File: config.mk
export PLATFORM = sky130hd
export DESIGN_NAME = xcvr_fifo_status
export DESIGN_NICKNAME = d
export VERILOG_FILES = /design/src/rtl/xfs_pkg.sv /design/src/rtl/xfs_word_fifo.sv /design/src/rtl/xfs_rx_flags.sv /design/src/rtl/xcvr_fifo_status.sv
export SDC_FILE = /design/constraint.sdc
export NUM_CORES = 1
export LEC_CHECK = 0
export ABC_AREA = 1
export ABC_CLOCK_PERIOD_IN_PS = 2000
export BUFFER_PORTS_ARGS = -buffer_cell sky130_fd_sc_hd__buf_4
export CAP_MARGIN = 0
export CELL_PAD_IN_SITES_DETAIL_PLACEMENT = 0
export CELL_PAD_IN_SITES_GLOBAL_PLACEMENT = 2
export CORE_ASPECT_RATIO = 0.75
export CORE_MARGIN = 4
export CORE_UTILIZATION = 32
export DETAILED_ROUTE_END_ITERATION = 8
export GPL_TIMING_DRIVEN = 1
export PLACE_DENSITY = 0.83
export SLEW_MARGIN = 10
export SYNTH_ARGS = -nofsm -noshare
export SYNTH_HDL_FRONTEND = slang
export SYNTH_HIERARCHICAL = 1
export SYNTH_SLANG_ARGS = --single-unit
File: constraint.sdc
create_clock -name clk -period 2 [get_ports clk]
set_input_delay 0.4 -clock clk [delete_from_list [all_inputs] [get_ports clk]]
set_output_delay 0.4 -clock clk [all_outputs]
set_load 0.01 [all_outputs]
File: src/rtl/xfs_pkg.sv
package xfs_pkg;
    localparam int HI_W   = 3;
    localparam int BYTE_W = 8;
    localparam int WORD_W = HI_W + BYTE_W;

    typedef struct packed {
        logic [HI_W-1:0]   hi;
        logic [BYTE_W-1:0] lo;
    } xfs_word_t;

    typedef enum logic [1:0] {
        IRQ_FULL_ERR = 2'b00,
        IRQ_DAV_ERR  = 2'b01,
        IRQ_NONE     = 2'b10,
        IRQ_ACTIVE   = 2'b11
    } irq_sel_e;

    typedef struct packed {
        logic            tx_full;
        logic            tx_act;
        logic            rx_err;
        logic            rx_act;
        logic            dav;
        logic [HI_W-1:0] head_hi;
    } xfs_status_t;

    typedef struct packed {
        logic err;
        logic act;
        logic dav;
    } rx_flags_t;

    function automatic logic irq_pick(irq_sel_e sel, rx_flags_t f, logic rx_full);
        logic r;
        case (sel)
            IRQ_FULL_ERR: r = rx_full | f.err;
            IRQ_DAV_ERR:  r = f.dav | f.err;
            IRQ_ACTIVE:   r = f.act;
            default:      r = 1'b0;
        endcase
        return r;
    endfunction
endpackage

File: src/rtl/xfs_word_fifo.sv
module xfs_word_fifo #(
    parameter int W     = 11,
    parameter int DEPTH = 4
) (
    input  logic         clk,
    input  logic         rst,
    input  logic         push,
    input  logic [W-1:0] din,
    input  logic         pop,
    output logic [W-1:0] dout,
    output logic         full,
    output logic         empty,
    output logic         one_left,
    output logic         pushed,
    output logic         popped,
    output logic         ovf
);
    localparam int AW = (DEPTH > 1) ? $clog2(DEPTH) : 1;
    localparam int CW = $clog2(DEPTH + 1);

    logic [W-1:0]  mem [DEPTH];
    logic [AW-1:0] wptr, rptr;
    logic [CW-1:0] count;
    logic [W-1:0]  last_q;

    assign full     = (count == CW'(DEPTH));
    assign empty    = (count == '0);
    assign one_left = (count == CW'(1));
    assign popped   = pop & ~empty;
    assign pushed   = push & (~full | popped);
    assign ovf      = push & full & ~popped;
    assign dout     = empty ? last_q : mem[rptr];

    function automatic logic [AW-1:0] nxt(logic [AW-1:0] p);
        return (p == AW'(DEPTH - 1)) ? '0 : p + AW'(1);
    endfunction

    always_ff @(posedge clk) begin
        if (rst) begin
            wptr   <= '0;
            rptr   <= '0;
            count  <= '0;
            last_q <= '0;
        end else begin
            if (pushed) begin
                mem[wptr] <= din;
                wptr      <= nxt(wptr);
            end
            if (popped) begin
                last_q <= mem[rptr];
                rptr   <= nxt(rptr);
            end
            if (pushed && !popped)
                count <= count + CW'(1);
            else if (popped && !pushed)
                count <= count - CW'(1);
        end
    end


    no_overflow_chk: assert property (@(posedge clk) disable iff (rst)
        count <= CW'(DEPTH));

    full_drop_chk: assert property (@(posedge clk) disable iff (rst)
        (push && full && !pop) |=> $stable(count) && $stable(wptr));

    empty_pop_chk: assert property (@(posedge clk) disable iff (rst)
        (pop && empty && !push) |=> $stable(rptr) && $stable(dout));
endmodule

File: src/rtl/xfs_rx_flags.sv
module xfs_rx_flags
    import xfs_pkg::*;
(
    input  logic      clk,
    input  logic      rst,
    input  logic      xrst,
    input  logic      rx_start,
    input  logic      rx_eom,
    input  logic      rx_fault,
    input  logic      ovf,
    input  logic      pushed,
    input  logic      popped,
    input  logic      one_left,
    input  logic      rd_err,
    output rx_flags_t flags
);
    rx_flags_t f_q;
    logic      err_evt;

    assign err_evt = rx_fault | ovf;
    assign flags   = f_q;

    always_ff @(posedge clk) begin
        if (rst) begin
            f_q <= '0;
        end else begin
            if (err_evt)
                f_q.err <= 1'b1;
            else if (rd_err || xrst)
                f_q.err <= 1'b0;

            if (rx_eom || err_evt)
                f_q.act <= 1'b0;
            else if (rx_start)
                f_q.act <= 1'b1;

            if (err_evt)
                f_q.dav <= 1'b0;
            else if (pushed)
                f_q.dav <= 1'b1;
            else if (popped && one_left)
                f_q.dav <= 1'b0;
        end
    end


    err_set_chk: assert property (@(posedge clk) disable iff (rst)
        (rx_fault || ovf) |=> flags.err);

    act_clr_chk: assert property (@(posedge clk) disable iff (rst)
        (rx_eom || rx_fault || ovf) |=> !flags.act);

    dav_err_chk: assert property (@(posedge clk) disable iff (rst)
        (rx_fault || ovf) |=> !flags.dav);
endmodule

File: src/rtl/xcvr_fifo_status.sv
module xcvr_fifo_status
    import xfs_pkg::*;
#(
    parameter int RX_DEPTH = 4,
    parameter int TX_DEPTH = 4
) (
    input  logic                 clk,
    input  logic                 rst,
    input  logic                 xrst,
    input  logic                 rx_push,
    input  logic [WORD_W-1:0]    rx_word,
    input  logic                 rx_start,
    input  logic                 rx_eom,
    input  logic                 rx_fault,
    input  logic                 rd_data_en,
    output logic [BYTE_W-1:0]    rd_data,
    input  logic                 rd_err,
    input  logic                 wr_data,
    input  logic [BYTE_W-1:0]    wr_byte,
    input  logic [HI_W-1:0]      tx_hi,
    input  logic                 tx_pop,
    output logic [WORD_W-1:0]    tx_word,
    output logic                 tx_word_valid,
    input  logic                 tx_busy,
    input  logic                 loopback,
    output logic                 tx_active,
    input  logic [1:0]           irq_sel,
    output logic                 rx_irq,
    output logic [7:0]           status
);
    xfs_word_t   rx_head, tx_in;
    logic        rx_full, rx_empty, rx_one, rx_pushed, rx_popped, rx_ovf;
    logic        tx_full, tx_empty, tx_one, tx_pushed, tx_popped, tx_ovf;
    rx_flags_t   flags;
    xfs_status_t st;

    assign tx_in = '{hi: tx_hi, lo: wr_byte};

    xfs_word_fifo #(.W(WORD_W), .DEPTH(RX_DEPTH)) u_rx_fifo (
        .clk(clk), .rst(rst),
        .push(rx_push), .din(rx_word),
        .pop(rd_data_en), .dout(rx_head),
        .full(rx_full), .empty(rx_empty), .one_left(rx_one),
        .pushed(rx_pushed), .popped(rx_popped), .ovf(rx_ovf)
    );

    xfs_word_fifo #(.W(WORD_W), .DEPTH(TX_DEPTH)) u_tx_fifo (
        .clk(clk), .rst(rst),
        .push(wr_data), .din(tx_in),
        .pop(tx_pop), .dout(tx_word),
        .full(tx_full), .empty(tx_empty), .one_left(tx_one),
        .pushed(tx_pushed), .popped(tx_popped), .ovf(tx_ovf)
    );

    xfs_rx_flags u_flags (
        .clk(clk), .rst(rst), .xrst(xrst),
        .rx_start(rx_start), .rx_eom(rx_eom), .rx_fault(rx_fault),
        .ovf(rx_ovf), .pushed(rx_pushed), .popped(rx_popped),
        .one_left(rx_one), .rd_err(rd_err), .flags(flags)
    );

    assign tx_word_valid = ~tx_empty;
    assign tx_active     = tx_busy & ~loopback;
    assign rd_data       = rx_head.lo;
    assign rx_irq        = irq_pick(irq_sel_e'(irq_sel), flags, rx_full);

    always_comb begin
        st.tx_full = tx_full;
        st.tx_act  = tx_busy;
        st.rx_err  = flags.err;
        st.rx_act  = flags.act;
        st.dav     = flags.dav;
        st.head_hi = rx_head.hi;
    end
    assign status = st;


    loop_gate_chk: assert property (@(posedge clk) disable iff (rst)
        loopback |-> !tx_active);

    tx_full_drop_chk: assert property (@(posedge clk) disable iff (rst)
        (wr_data && status[7] && !tx_pop) |=> status[7]);
endmodule

==> results of run 1 <==
-- cells in the final DEF, fill, tap and decap left out --
cell and count:
nand2_1 179, edfxtp_1 88, buf_4 84, inv_1 65, nor2_1 39, dfxtp_1 37
nand3_1 32, nand2_2 25, o21ai_2 22, a21oi_2 22, nand3_2 20, clkbuf_16 17
ha_1 17, inv_2 8, o21ai_0 8, inv_6 6, a21oi_1 6, clkinvlp_4 4
dfxtp_2 4, inv_8 3, nor2_2 3, nand2_4 3, bufinv_16 2, buf_6 2
clkinv_1 2, xnor2_1 2, ha_4 2, dfxtp_4 2, clkinv_4 1, clkbuf_8 1
nor3_2 1, inv_12 1, nand2_8 1, inv_16 1, buf_12 1
-- worst max-delay path, stage by stage, from the launching register on --
cell and delay [ns]:
dfxtp_2 0.33, inv_2 0.05, ha_4 0.18, nand2_8 0.10, inv_16 0.06, buf_6 0.13
o21ai_2 0.13, buf_4 0.13
-- power by group through the flow --
stage	sequential (W)	combinational, W	clock, W
final	0.00347	0.00417	0.00316
after global routing	0.00351	0.00466	0.00339
after CTS	0.00345	0.00424	0.00325
after detailed placement	0.00350	0.00400	0
after global placement	0.00348	0.00392	0
after floorplan	0.00346	0.00288	0
-- worst paths after layout --
check | start | endpoint | slack (ns)
hold reg to reg | u_rx_fifo/count[0] | u_rx_fifo/count[0] | 0.46
hold / removal | rx_eom | u_flags/flags[1] | 0.14
setup reg to reg | u_tx_fifo/count[1] | u_tx_fifo/mem[2][3] | 0.33
setup / recovery | u_tx_fifo/count[1] | tx_word[0] | 0.08
-- layer usage --
metal,vias to the layer above,wire length (um),track usage,share of wire
li1,2157,-,-,-
met1,1904,6130,0.166,0.47
met2,78,5940,0.195,0.46
met3,7,730,0.0385,0.057
met4,0,115,0.0425,0.0089
met5,-,0,0,0
-- repair_timing --
| action | CTS | global route |
|---|---|---|
| hold endpoints to repair | 0 | 0 |
| gates resized for setup | 26 | 9 |
| endpoints found under the setup margin | 24 | 23 |
| pin swaps | 2 | 1 |
| buffers inserted | 1 | 0 |
| cloned | 0 | 0 |
-- sequential cells by signal, summed over array words and instances (netlist names), named ones only --
| name | flops |
|---|---|
| u_tx_fifo/last_q | 11 |
| u_rx_fifo/rptr | 2 |
| u_rx_fifo/mem | 44 |
| u_rx_fifo/count | 3 |
| u_flags/flags | 3 |
| u_rx_fifo/wptr | 2 |
| u_rx_fifo/last_q | 11 |
| u_tx_fifo/count | 3 |
| u_tx_fifo/rptr | 2 |
| u_tx_fifo/mem | 44 |
| u_tx_fifo/wptr | 2 |
-- through the flow --
step | cells | instance area [sq um] | utilization | power, W | setup TNS, ns
3_3_place_gp | 925 | 6870 | 0.368 | 0.00740 | 0
3_5_place_dp | 925 | 6870 | 0.368 | 0.00750 | 0
5_1_grt | 958 | 7590 | 0.407 | 0.0116 | -0.0138
6_report | 958 | 7590 | 0.407 | 0.0108 | 0
4_1_cts | 958 | 7580 | 0.406 | 0.0109 | 0
2_1_floorplan | 616 | 6150 | - | 0.00634 | 0
-- area by class of cell --
class,count,area [sq um]
Sequential cell,131,3520
Inverter,79,335
Fill cell,1790,11100
Timing Repair Buffer,87,673
Clock inverter,14,168
Tap cell,247,309
Multi-Input combinational cell,382,2150
Clock buffer,18,439
==> results.md, run 1 <==
* # diodes at 0
* CTS root buf: clkbuf_16
* Number of cell rows at 43
* Total grt overflow at 0
* First DRT Iteration DRCs at 179
* IR drop worst, VDD at 0.628 mV
* Starting Density at 0.329
* HP Class: in2reg
* Crit Path Category: reg2out
* Lkg Pwr at 3.23 nW
* Tmin final at 1.92 ns
* Int Power at 0.00683 W
* Final max-slew violation count at 0
* Cells on Worst Hold Path at 2
* Die height at 128 um
* Core footprint at 18,700 sq um
* Setup Viol. Count Final at 0
* Reg2Reg Depth at 8
* Sequential power share at 0.321
* Combinational Power Share at 0.386
* Gpl congestion at 0.799
* Initial antenna violation count at 0
* Via Count at 4,146
* Maximum clock rate at 0.520 GHz
* Pin count of the biggest net entering global routing at 23
* Final WS setup at 0.0764 ns
* DP Wirelength at 8.81 mm
* Detailed Routing Iterations Pass 1 at 4
* Vias per inst at 4.33
* PD cells at 1420 nW/um^2
* GRT Util Overall at 0.125
* Skew final at 0.00867 ns
* Post-synthesis cell count at 616
* Post-DRT Antenna Nets at 0
* WHS at 0.137 ns
* WP data required at 1.60 ns
* I/O pin total at 67
* Worst-path fanout max at 20
* Clk slew on worst S/H paths at 0.06 ns
* Worst-Skew Late Latency at 0.41 ns
* Wire per inst at 13.5 um
* Number of port buffers at 66
* CTS tree: done
* Longest Clk Path Bufs at 2
* Psw at 0.00397 W
* Startpoint types: register
* H-Tree Depth at 4
* Yosys warnings at 6
* Status: finished clean
* Final net count at 754
* Vias in the first global route at 3,975
* Clock share of power at 0.293
* Worst slew pin tran at 0.385 ns
* Clk sink count at 131
* Sw Share at 0.367
* DP Worst Slack at 0.0993 ns
* Kind of end point of the critical path: output port
* Relative slew slack at 0.743
* Area Overhead vs Synth at 23.5%
* CTS Buf Count at 17
* Layout cell share with drive strength beyond 1 at 0.332
* Post-Syn Nets at 672
* Crit share post-route at 0.962
* Post-route DRC at 0
* Die W at 168 um
* Die ar. at 21,500 sq um
* Post-Synthesis Cell Area at 6150 sq um
* Hold buffers post-CTS at 0
* Syn_area_per_cell at 9.98 sq um
* Max-Cap Viols at 0
* Arr. time, crit path at 1.52 ns
* Global-route wire length before repair at 20.6 mm
* Unrepaired setup endpoints after global routing: yes
* Final hold vios at 0
* Total Wirelength at 12.9 mm
Note: power is estimated with default switching activity, not from simulation.
==> run 2: changes to the inputs <==
Settings changed: PLACE_DENSITY 0.83 to 0.7.
==> run 2 against run 1 <==
Compared with the run above:
- register-to-register slack hardly changed
- fmax down 1.0%
- worst setup slack got worse by 0.020 ns
- sequential share of layout area is 1.5 points lower
- highest routed layer unchanged
- clock skew rose by 0.0038 ns
- sequential power is essentially flat
- global-route usage is 0.48 points higher
- sequential cell count unchanged
- critical endpoint is now tx_word[3]
- cell area is 3.4% higher
- largest cell class unchanged
==> results.md, run 2 (synthesis gave the netlist of run 1 again) <==
* Commonest non-fill, non-tap cell in the layout: nand2_1
* Maximum clock rate at 0.515 GHz
* Gpl congestion at 0.721
* Area Overhead vs Synth at 27.8%
* HP Class: in2reg
* Starting Density at 0.329
* Most frequent cells in the layout: nand2_1 (176), edfxtp_1 (88), buf_4 (81)
* WP data required at 1.60 ns
* Die height at 128 um
* Relative slew slack at 0.741
* Layout cell share with drive strength beyond 1 at 0.350
* Pin count of the biggest net entering global routing at 23
* Die W at 168 um
* Number of port buffers at 66
* Arr. time, crit path at 1.54 ns
* H-Tree Depth at 4
* Total grt overflow at 0
* Fillers at 1,777
* DP Wirelength at 9.19 mm
* Clk slew on worst S/H paths at 0.06 ns
* Placed cell count at 926
* Number of cell rows at 43
* Clk sink count at 131
* CTS Buf Count at 17
* Post-DP Area at 6960 sq um
* Non-Filler Instances at 969
* Detailed Routing Iterations Pass 1 at 4
* CTS root buf: clkbuf_16
* Lkg Pwr at 3.34 nW
* WHS at 0.138 ns
* Wire per inst at 14.1 um
* Longest Clk Path Bufs at 2
* Post-DRT Antenna Nets at 0
* Setup Viol. Count Final at 0
* Core footprint at 18,700 sq um
* Vias in the first global route at 3,896
* Reg-to-reg startpoint: u_rx_fifo/count[1]
* Hold buffers post-CTS at 0
* Final hold vios at 0
* Startpoint types: register
* Worst setup path startpoint: u_tx_fifo/count[1]
* PnR Total Power at 0.0113 W
* Post-route DRC at 0
* Unrepaired setup endpoints after global routing: yes
* Skew final at 0.0124 ns
* Via Count at 4,128
* Crit Path Category: reg2out
* First DRT Iteration DRCs at 229
* Vias per inst at 4.26
* Crit path largest cell delay at 0.33 ns
* Kind of end point of the critical path: output port
* Die ar. at 21,500 sq um
* Worst slew pin tran at 0.388 ns
* PD cells at 1440 nW/um^2
* Biggest regs: u_rx_fifo/mem x44, u_tx_fifo/mem x44
* Total Wirelength at 13.7 mm
* Final Cell Area at 7860 sq um
* Crit-path slowest cell: dfxtp_2
* Worst-Skew Late Latency at 0.42 ns
* Max-Cap Viols at 0
* IR drop worst, VDD at 0.546 mV
* Initial antenna violation count at 0
* Final net count at 765
* Crit share post-route at 0.972
* HP Start: rx_eom
* Setup tns final at 0 ns
* GRT Util Overall at 0.130
* Status: finished clean
* CTS tree: done
* Global-route wire length before repair at 21.1 mm
* Worst-path fanout max at 10
* Final max-slew violation count at 0
* # diodes at 0
* I/O pin total at 67
* Tmin final at 1.94 ns
* CP Cell Sequence: inv_2 -> ha_4 -> nand2_4 -> inv_8 -> buf_16 -> o21ai_2 -> buf_4
-- run 2: cell types whose count changed in the layout (fill, tap and decap cells not counted), sizes merged --
cell	change
inv	+3
bufinv	-1
clkinvlp	-1
buf	+10
-- run 2: path summary, 6_finish.rpt --
kind                                            end  slack [ns]  cells past startpoint
worst min-delay path               u_flags/flags[1]        0.14                      2
worst max-delay path                     tx_word[3]        0.06                      7
worst max register to register  u_rx_fifo/mem[3][5]        0.32                      8
worst min register to register             register        0.51                      2
-- run 2: cell type report --
type	instances	area [sq um]	share of cell area
sequential	131	3520	0.448
multi-input combinational	382	2210	0.281
timing repair buffer	98	915	0.116
clock buffer	17	425	0.0542
inverter	79	324	0.0413
tap	247	309	0.0393
clock inverter	15	159	0.0202
-- run 2: repair_timing --
item | CTS | global route
buffers inserted | 2 | 6
setup endpoints to repair | 24 | 22
cloned | 2 | 1
pin swaps | 0 | 12
gates resized for setup | 24 | 29
-- run 2: stage by stage --
step           setup WS (ns)  utilization
2_1_floorplan         0.0811            -
3_3_place_gp           0.218        0.373
3_5_place_dp           0.148        0.373
4_1_cts              -0.0113        0.411
5_1_grt              -0.0121        0.421
6_report              0.0568        0.421
-- run 2: metal layers --
layer,global-route usage,part of all wire,up-vias
met3,0.0395,0.048,8
met1,0.190,0.52,1881
met4,0.0425,0.0082,0
met5,0,0,-
li1,-,-,2165
met2,0.182,0.42,74
-- run 2: power breakdown --
part / switching [W] / leakage, nW / internal [W]
combinational: 0.00271 / 1.90 / 0.00208
sequential: 0.000220 / 1.16 / 0.00326
clock: 0.00130 / 0.280 / 0.00177
total: 0.00422 / 3.34 / 0.00712
-- run 2: worst max-delay path, delay by kind of cell, from the launching register on --
kind | cells | cell delay [ns]
buffers and inverters | 4 | 0.39
and+or+nand+nor | 1 | 0.09
adders and majority gates | 1 | 0.17
AOI/OAI and AO/OA | 1 | 0.14
DFF | 1 | 0.33
